**src/rtl/rap_pkg.sv**
```systemverilog
package rap_pkg;
  typedef enum logic {
    MODE_1T = 1'b0,
    MODE_2T = 1'b1
  } rap_mode_e;
endpackage

```
**src/rtl/rap_mode_ctl.sv**
```systemverilog
module rap_mode_ctl
  import rap_pkg::*;
(
  input  logic       clk,
  input  logic       rst,
  input  logic [1:0] run_i,
  output logic [1:0] run_q_o,
  output rap_mode_e  mode_o
);
  logic [1:0] run_q;

  always_ff @(posedge clk) begin
    if (rst) run_q <= 2'b00;
    else     run_q <= run_i;
  end

  assign run_q_o = run_q;
  assign mode_o  = (&run_q) ? MODE_2T : MODE_1T;
endmodule

```
**src/rtl/rap_ptr_unit.sv**
```systemverilog
module rap_ptr_unit
  import rap_pkg::*;
#(
  parameter int DEPTH = 32,
  parameter int TID   = 0,
  localparam int PW   = $clog2(DEPTH),
  localparam int CW   = PW + 1
) (
  input  logic          clk,
  input  logic          rst,
  input  rap_mode_e     mode_i,
  input  logic          push_i,
  input  logic          pop_i,
  output logic [PW-1:0] wr_idx_o,
  output logic [PW-1:0] rd_idx_o,
  output logic          cnt_nz_o,
  output logic [CW-1:0] cnt_o
);
  localparam int  HALF = DEPTH / 2;
  localparam logic HI  = (TID != 0);

  logic [PW-1:0] ptr_q, ptr_inc, ptr_dec, nxt_up, nxt_dn;
  logic [CW-1:0] cnt_q, cap;

  always_comb begin
    ptr_inc = ptr_q + 1'b1;
    ptr_dec = ptr_q - 1'b1;
    if (mode_i == MODE_2T) begin
      // split mode: high pointer bit is frozen, low bits wrap in the half
      nxt_up   = {ptr_q[PW-1], ptr_inc[PW-2:0]};
      nxt_dn   = {ptr_q[PW-1], ptr_dec[PW-2:0]};
      wr_idx_o = {HI, ptr_q[PW-2:0]};
      rd_idx_o = {HI, ptr_dec[PW-2:0]};
      cap      = CW'(HALF);
    end else begin
      nxt_up   = ptr_inc;
      nxt_dn   = ptr_dec;
      wr_idx_o = ptr_q;
      rd_idx_o = ptr_dec;
      cap      = CW'(DEPTH);
    end
  end

  always_ff @(posedge clk) begin
    if (rst) begin
      ptr_q <= '0;
      cnt_q <= '0;
    end else if (push_i) begin
      ptr_q <= nxt_up;
      if (cnt_q < cap) cnt_q <= cnt_q + 1'b1;
    end else if (pop_i) begin
      ptr_q <= nxt_dn;
      if (cnt_q != '0) cnt_q <= cnt_q - 1'b1;
    end
  end

  assign cnt_nz_o = (cnt_q != '0);
  assign cnt_o    = cnt_q;
endmodule

```
**src/rtl/rap_store.sv**
```systemverilog
module rap_store #(
  parameter int AW    = 32,
  parameter int DEPTH = 32,
  localparam int PW   = $clog2(DEPTH)
) (
  input  logic             clk,
  input  logic             rst,
  input  logic             we_i,
  input  logic [PW-1:0]    widx_i,
  input  logic [AW-1:0]    wdata_i,
  input  logic             re_i,
  input  logic [PW-1:0]    ridx_i,
  input  logic             clr_i,
  input  logic [DEPTH-1:0] clr_mask_i,
  output logic [AW-1:0]    rdata_o,
  output logic             rvld_o
);
  logic [AW-1:0]    mem [DEPTH];
  logic [DEPTH-1:0] vbit_q, vbit_n;

  // target array: single write port, registered read, no reset
  always_ff @(posedge clk) begin
    if (we_i) mem[widx_i] <= wdata_i;
    if (re_i) rdata_o <= mem[ridx_i];
  end

  always_comb begin
    vbit_n = vbit_q;
    if (clr_i) vbit_n = vbit_n & ~clr_mask_i;
    if (we_i)  vbit_n[widx_i] = 1'b1;
  end

  always_ff @(posedge clk) begin
    if (rst) begin
      vbit_q <= '0;
      rvld_o <= 1'b0;
    end else begin
      vbit_q <= vbit_n;
      if (re_i) rvld_o <= vbit_q[ridx_i];
    end
  end
endmodule

```
**src/rtl/rap_smt_top.sv**
```systemverilog
module rap_smt_top
  import rap_pkg::*;
#(
  parameter int AW   = 32,
  parameter int HALF = 16
) (
  input  logic          clk,
  input  logic          rst,
  input  logic [1:0]    thr_run,
  input  logic          call_en,
  input  logic          ret_en,
  input  logic          op_tid,
  input  logic [AW-1:0] call_tgt,
  input  logic          flush_en,
  input  logic          flush_tid,
  output logic          pred_vld_o,
  output logic          pred_hit_o,
  output logic [AW-1:0] pred_tgt_o,
  output logic          mode_2t_o
);
  localparam int DEPTH = 2 * HALF;
  localparam int PW    = $clog2(DEPTH);
  localparam int CW    = PW + 1;

  rap_mode_e            mode;
  logic [1:0]           run_q;
  logic                 op_ok, do_pop, do_push;
  logic [PW-1:0]        wr_idx [2];
  logic [PW-1:0]        rd_idx [2];
  logic [1:0]           cnt_nz;
  logic [1:0][CW-1:0]   thr_cnt;
  logic                 st_we;
  logic [PW-1:0]        st_widx, st_ridx;
  logic [DEPTH-1:0]     clr_mask;
  logic                 vld_q, cnt_hit_q, ent_vld;

  rap_mode_ctl u_mode (
    .clk     (clk),
    .rst     (rst),
    .run_i   (thr_run),
    .run_q_o (run_q),
    .mode_o  (mode)
  );

  assign op_ok   = run_q[op_tid];
  assign do_pop  = ret_en & op_ok;
  assign do_push = call_en & ~ret_en & op_ok;

  for (genvar t = 0; t < 2; t++) begin : g_thr
    rap_ptr_unit #(.DEPTH(DEPTH), .TID(t)) u_ptr (
      .clk      (clk),
      .rst      (rst),
      .mode_i   (mode),
      .push_i   (do_push & (op_tid == 1'(t))),
      .pop_i    (do_pop & (op_tid == 1'(t))),
      .wr_idx_o (wr_idx[t]),
      .rd_idx_o (rd_idx[t]),
      .cnt_nz_o (cnt_nz[t]),
      .cnt_o    (thr_cnt[t])
    );
  end

  assign st_we   = do_push;
  assign st_widx = wr_idx[op_tid];
  assign st_ridx = rd_idx[op_tid];

  for (genvar i = 0; i < DEPTH; i++) begin : g_mask
    localparam logic UPPER = (i >= HALF);
    assign clr_mask[i] = (mode == MODE_1T) || (UPPER == flush_tid);
  end

  rap_store #(.AW(AW), .DEPTH(DEPTH)) u_store (
    .clk        (clk),
    .rst        (rst),
    .we_i       (st_we),
    .widx_i     (st_widx),
    .wdata_i    (call_tgt),
    .re_i       (do_pop),
    .ridx_i     (st_ridx),
    .clr_i      (flush_en),
    .clr_mask_i (clr_mask),
    .rdata_o    (pred_tgt_o),
    .rvld_o     (ent_vld)
  );

  always_ff @(posedge clk) begin
    if (rst) begin
      vld_q     <= 1'b0;
      cnt_hit_q <= 1'b0;
    end else begin
      vld_q <= do_pop;
      if (do_pop) cnt_hit_q <= cnt_nz[op_tid];
    end
  end

  assign pred_vld_o = vld_q;
  assign pred_hit_o = vld_q & cnt_hit_q & ent_vld;
  assign mode_2t_o  = (mode == MODE_2T);
endmodule

```
**config.mk**
```make
export PLATFORM = sky130hd
export DESIGN_NAME = rap_smt_top
export DESIGN_NICKNAME = d
export VERILOG_FILES = /design/src/rtl/rap_pkg.sv /design/src/rtl/rap_mode_ctl.sv /design/src/rtl/rap_ptr_unit.sv /design/src/rtl/rap_store.sv /design/src/rtl/rap_smt_top.sv
export SDC_FILE = /design/constraint.sdc
export NUM_CORES = 1
export LEC_CHECK = 0
export CAP_MARGIN = 20
export CORE_MARGIN = 2
export CORE_UTILIZATION = 43
export DETAILED_ROUTE_END_ITERATION = 16
export PLACE_DENSITY = 0.63
export SYNTH_ARGS = -nofsm -noshare
export SYNTH_HDL_FRONTEND = slang
export SYNTH_HIERARCHICAL = 1
export SYNTH_SLANG_ARGS = --single-unit
```
**constraint.sdc**
```tcl
create_clock -name clk -period 8.9 [get_ports clk]
set_input_delay 0.89 -clock clk [delete_from_list [all_inputs] [get_ports clk]]
set_output_delay 0.89 -clock clk [all_outputs]
set_load 0.05 [all_outputs]
```
; ---- After elaboration in Yosys (flattened, before gate mapping)
; Memory sizes are Yosys's and may differ from the RTL's. A register that Yosys moved wholly into a read port is not among the register bits.
; Index checks and enable logic that the tools add are counted.
[word_totals]
ff_bits = 59
ram_bits = 1024
output_inout_bits = 35
memories = 1
[op_classes]
add_sub_neg = 8
magnitude_cmp = 7
eq_ne = 6
muxes = 40
bitwise_logic = 17
n_reduce_logical = 14
[mem_list]
columns = name, depth, word_bits, read_ports, rd_ports_with_merged_regs, wr, line_no
row1 = u_store.mem, 32, 32, 1, 1, 1, rap_store.sv:18  ; logic [AW-1:0] mem [DEPTH];
[op_table]
columns = op, n
row1 = 5-bit two-way mux, 18
row2 = 32-bit two-way mux, 2
row3 = 6-bit two-way mux, 9
row4 = 32-bit AND, 1
row5 = 32-bit NOT, 1
row6 = 32-bit bitwise OR, 1
row7 = "6-bit by 1-bit adder with 6-bit output, second input constant", 2
row8 = "5-bit by 6-bit < comparator with 1-bit output, second input constant", 2
row9 = 6-bit < comparator, 2
row10 = "2-bit != test, second input constant", 6
row11 = 3-bit AND reduction, 4
row12 = 6-bit nonzero test, 2
row13 = "6-bit by 1-bit subtractor with 6-bit output, second input constant", 2
row14 = "5-bit by 1-bit adder with 5-bit output, second input constant", 2
row15 = "5-bit by 1-bit subtractor with 5-bit output, second input constant", 2
row16 = 1-bit AND, 9
row17 = 1-bit two-way mux, 9
row18 = 2-bit nonzero test, 4
row19 = 1-bit binary-select mux with 5-bit select, 1
row20 = 1-bit demux with 5-bit select, 1
row21 = "5-bit by 1-bit greater-or-equal comparator with 1-bit output, second input constant", 1
row22 = 1-bit NOT, 4
row23 = "2-bit greater-or-equal comparator, second input constant", 1
row24 = 1-bit logical OR, 2
row25 = 4 further kinds, 4

; ---- Depth between registers and ports, before layout
[depth]
ltp_word = 12
mapped_depth = 12

; ---- By module
; Netlist, hierarchy kept.
[by_module_without_submodules]
columns = mod, instances, cells_each, area_each_um2, seq_area_each_um2
row1 = rap_store, 1, 1703, 41284.6, 32371.0
row2 = rap_ptr_unit (g_thr[1].u_ptr), 1, 97, 862.1, 220.2
row3 = rap_ptr_unit (g_thr[0].u_ptr), 1, 96, 855.8, 220.2
row4 = rap_smt_top, 1, 31, 281.5, 40.0
row5 = rap_mode_ctl, 1, 5, 58.8, 40.0

; ---- Worst setup path before layout
; OpenSTA, ideal clock, no wires.
[synth_timing]
path_type = input port to flip-flop
startpoint = in op_tid
endpoint = mem u_store.mem[12][0] (enable)
setup_time_ns = 0.423
t_arrival_ns = 3.447
required_time_ns = 8.477
setup_slack_ns = 5.030
stages = 5
n_path_buf = 2
cell_sequence = buf_4 mux2_2 or3b_2 clkbuf_1 nor2_1
[synth_between]
elab_cells_between_ends = 9
cone_classes = mux (7) / bitwise (2)
[synth_rtl]
columns = element, line_no
row1 = from (decl), rap_smt_top.sv:12  ; input logic op_tid,
row2 = 1-bit NOT with 2-bit output (implied by the code), rap_smt_top.sv:64  ; assign st_widx = wr_idx[op_tid];
row3 = 5-bit two-way mux (implied by the code) (3 in a row), rap_smt_top.sv:64
row4 = named net st_widx[0], rap_smt_top.sv:33  ; logic [PW-1:0] st_widx, st_ridx;
row5 = to (decl), rap_store.sv:18
; The timed path passes the listed nets, and every way through them passes these cells. The select of a mux whose other input is x is not followed.

; ---- Worst setup path after layout
[layout_timing]
startpoint = in op_tid
endpoint = reg u_store.rdata_o[28], read port of u_store.mem (data pin)
[layout_between]
elab_chain_len = 4
elab_cells_between_ends = 7
cone_classes = mux (5) / bitwise (2)
[layout_rtl]
columns = element, line_no
row1 = 1-bit NOT with 2-bit output (implied by the code), rap_smt_top.sv:65  ; assign st_ridx = rd_idx[op_tid];
row2 = 5-bit two-way mux (implied by the code) (3 in a row), rap_smt_top.sv:65
row3 = named net st_ridx[0], rap_smt_top.sv:33
row4 = to (decl), rap_store.sv:15  ; output logic [AW-1:0] rdata_o,
; The timed path passes the listed nets, and every way through them passes these cells. The select of a mux whose other input is x is not followed.
; A chain may end at the register's enable or synchronous reset.

==> summary.md <==
| Metric | Value |
|---|---|
| Status | finished clean |
| CP Data Arrival Time | 5.00 ns |
| First-pass DRT Iterations | 5 |
| Number of global-route vias before repair | 21030 |
| Clock latency on the worst-skew pair | 0.68 ns |
| Seq cells post-synth | 1115 |
| Placed cells | 3249 |
| Finished Core Util | 49.31% |
| Crit end category | flop |
| Final period util | 51.44% |
| DP HPWL | 51540 um |
| Total negative setup slack | 0 ns |
| Die W | 321.5 um |
| Final wirelength | 103100 um |
| Die ar. | 103400 um^2 |
| # clock sinks | 1115 |
| Maximum clock frequency | 0.2184 GHz |
| CTS Buf Count | 110 |
| GRT overflow | 0 |
| Clk slew on worst S/H paths | 0.06 ns |
| Core ar. | 100000 um^2 |
| PostCTS Resize Cnt | 0 |
| Worst Tran Pin Value | 1.085 ns |
| Relative slew margins | 27.68% |
| DR vias/cell | 5.939 |
| Number of post-CTS setup repair buffers | 0 |
| DRT antenna net count | 0 |
| Max IR drop VDD | 0.0001485 V |
| RD Place Congestion | 0.7647 |
| Synth Cell Area | 43340 um^2 |
| Layout cell share with drive strength beyond 1 | 28.88% |
| Via count | 20470 |
| Crit. Startpoint | op_tid |
| Asr flop ratio synth | 0% |
| CTS hold repair buffers | 0 |
| Finish-stage setup viols | 0 |
| Finished Layout Cells | 3446 |
| Post-Synthesis Cells | 1932 |
| Most common cell after layout, fill and taps aside | edfxtp_1 |
| Crit Path Class | input port to flop |
| Post-synthesis cell type count | 58 |
| Placed Area | 45850 um^2 |
| Worst hold-check path type | flop to flop |
| Initial Utilization | 43.34% |
| Crit start category | input port |
| Minimum clock period | 4.579 ns |
| Initial antenna violation count | 4 |
| Port bufs | 75 |
| Static Leakage | 0.01584 uW |
| Most frequent cells in the layout | edfxtp_1, mux4_2, clkbuf_16 |
| Net Count, Synth | 1989 |
| CP max FO | 78 |
| PwrDens | 224.6 nW/um^2 |
| GR Util All Layers | 20.16% |
| Synthesized area per cell | 22.43 um^2 |
| Clock Skew | 0.02747 ns |
| Top Ports | 76 |
| Max-slew violations | 0 |
| Yosys warning count | 6 |
| Largest net degree at the start of global routing | 161 |
| Register area share after synthesis | 75.89% |
| RSZ-0062 raised after global routing | no |
| First-pass GRT wire length | 147600 um |
| Clk root buf | clkbuf_16 |
| Area grow syn2layout | 13.77% |
| Num rows | 116 |
| Die Y-Extent | 321.5 um |
| Total Nets Final | 2123 |
| # DRC | 0 |
| Routed wire per std cell | 29.91 um |
| Top FF cell, synth | edfxtp_1 |
| Final Hold Viols | 0 |
| Critical path required time | 9.32 ns |
| Post-synth EDFFs | 1056 |
| Max clock buf depth | 3 |
| CTS tree | yes |
| Max-cap violations | 0 |
| HP Start | u_store/vbit_q[15]$_SDFF_PP0_ |
| DRT iter0 DRCs | 2272 |
| Final instance area | 49310 um^2 |
| Min Hold Slack | 0.4897 ns |
| Htree depth | 3 |
| Reg2Reg Launch Point | g_thr[0].u_ptr/ptr_q[0]$_SDFFE_PP0P_ |
## layout make-up
class                           instances  area, um^2
Inverter                               17       63.81
Timing Repair Buffer                  119        1141
Antenna cell                            1       2.502
Tap cell                             1298        1624
Sequential cell                      1115       32890
Multi-Input combinational cell        703       10180
Fill cell                            7877       50690
Clock buffer                          132        2856
Clock inverter                         61       555.5
## synth_stat cells, types with 12 or more instances
master	number	share of area [%]
mux2_2	42	1.1
dfxtp_1	59	2.7
edfxtp_1	1056	73
xnor2_1	12	0.24
nor2_1	98	0.85
buf_2	24	0.28
clkbuf_1	30	0.26
ha_1	14	0.40
mux2i_1	23	0.53
buf_1	24	0.21
mux4_2	320	17
nand2_1	43	0.37
inv_1	17	0.15
a21oi_1	38	0.44
## worst paths after layout
check / end / slack, ns / cells after the start
setup / recovery: u_store/rdata_o[28]$_DFFE_PP_ / 4.32 / 6
hold / removal: u_store/vbit_q[15]$_SDFF_PP0_ / 0.49 / 2
setup reg to reg: u_store/rdata_o[16]$_DFFE_PP_ / 4.67 / 8
hold reg to reg: u_store/vbit_q[15]$_SDFF_PP0_ / 0.49 / 2
## sequential cells by signal, indices dropped and copies added (netlist names)
name,cells
u_store/rvld_o,1
cnt_hit_q,1
g_thr.u_ptr/cnt_o,12
u_mode/run_q_o,2
u_store/rdata_o,32
u_store/vbit_q,32
u_store/mem,1024
pred_vld_o,1
g_thr.u_ptr/ptr_q,10
## cell families after synthesis
family          after synthesis  synth area share, %
simple gates                194                2.113
compound gates               87                1.516
mux                         386                18.28
xor+xnor                     20               0.4041
fa+ha+maj                    16               0.4965
buf+inv                     114                1.299
flops                      1115                75.89
## worst max-delay path: stages
cell and delay (ns):
clkdlybuf4s50_1 0.96, mux2_8 0.93, buf_4 0.71, mux4_2 0.59
mux4_2 0.48, mux2_2 0.28
## layer usage
metal	up-vias	track usage, %	part of all wire (%)
met5	-	0	0.029
met2	829	32.91	49
met3	192	3.226	7.2
li1	8347	-	-
met1	11100	27.78	40
met4	4	6.906	3.3
## metrics by stage
step	setup WS [ns]	power, uW
CTS	4.270	11180
detailed placement	3.544	6742
floorplan	5.030	6474
global placement	3.606	6727
global route	4.016	11410
finish	4.321	11080
## power breakdown
group	switching [uW]	internal, uW	total (uW)	leakage, uW
Clock	1890	2560	4450	0.00165
Combinational	441	393	833	0.00422
Sequential	16.2	5780	5790	0.00997
Total	2350	8720	11100	0.0158
Power figures use the tool's default switching activity.
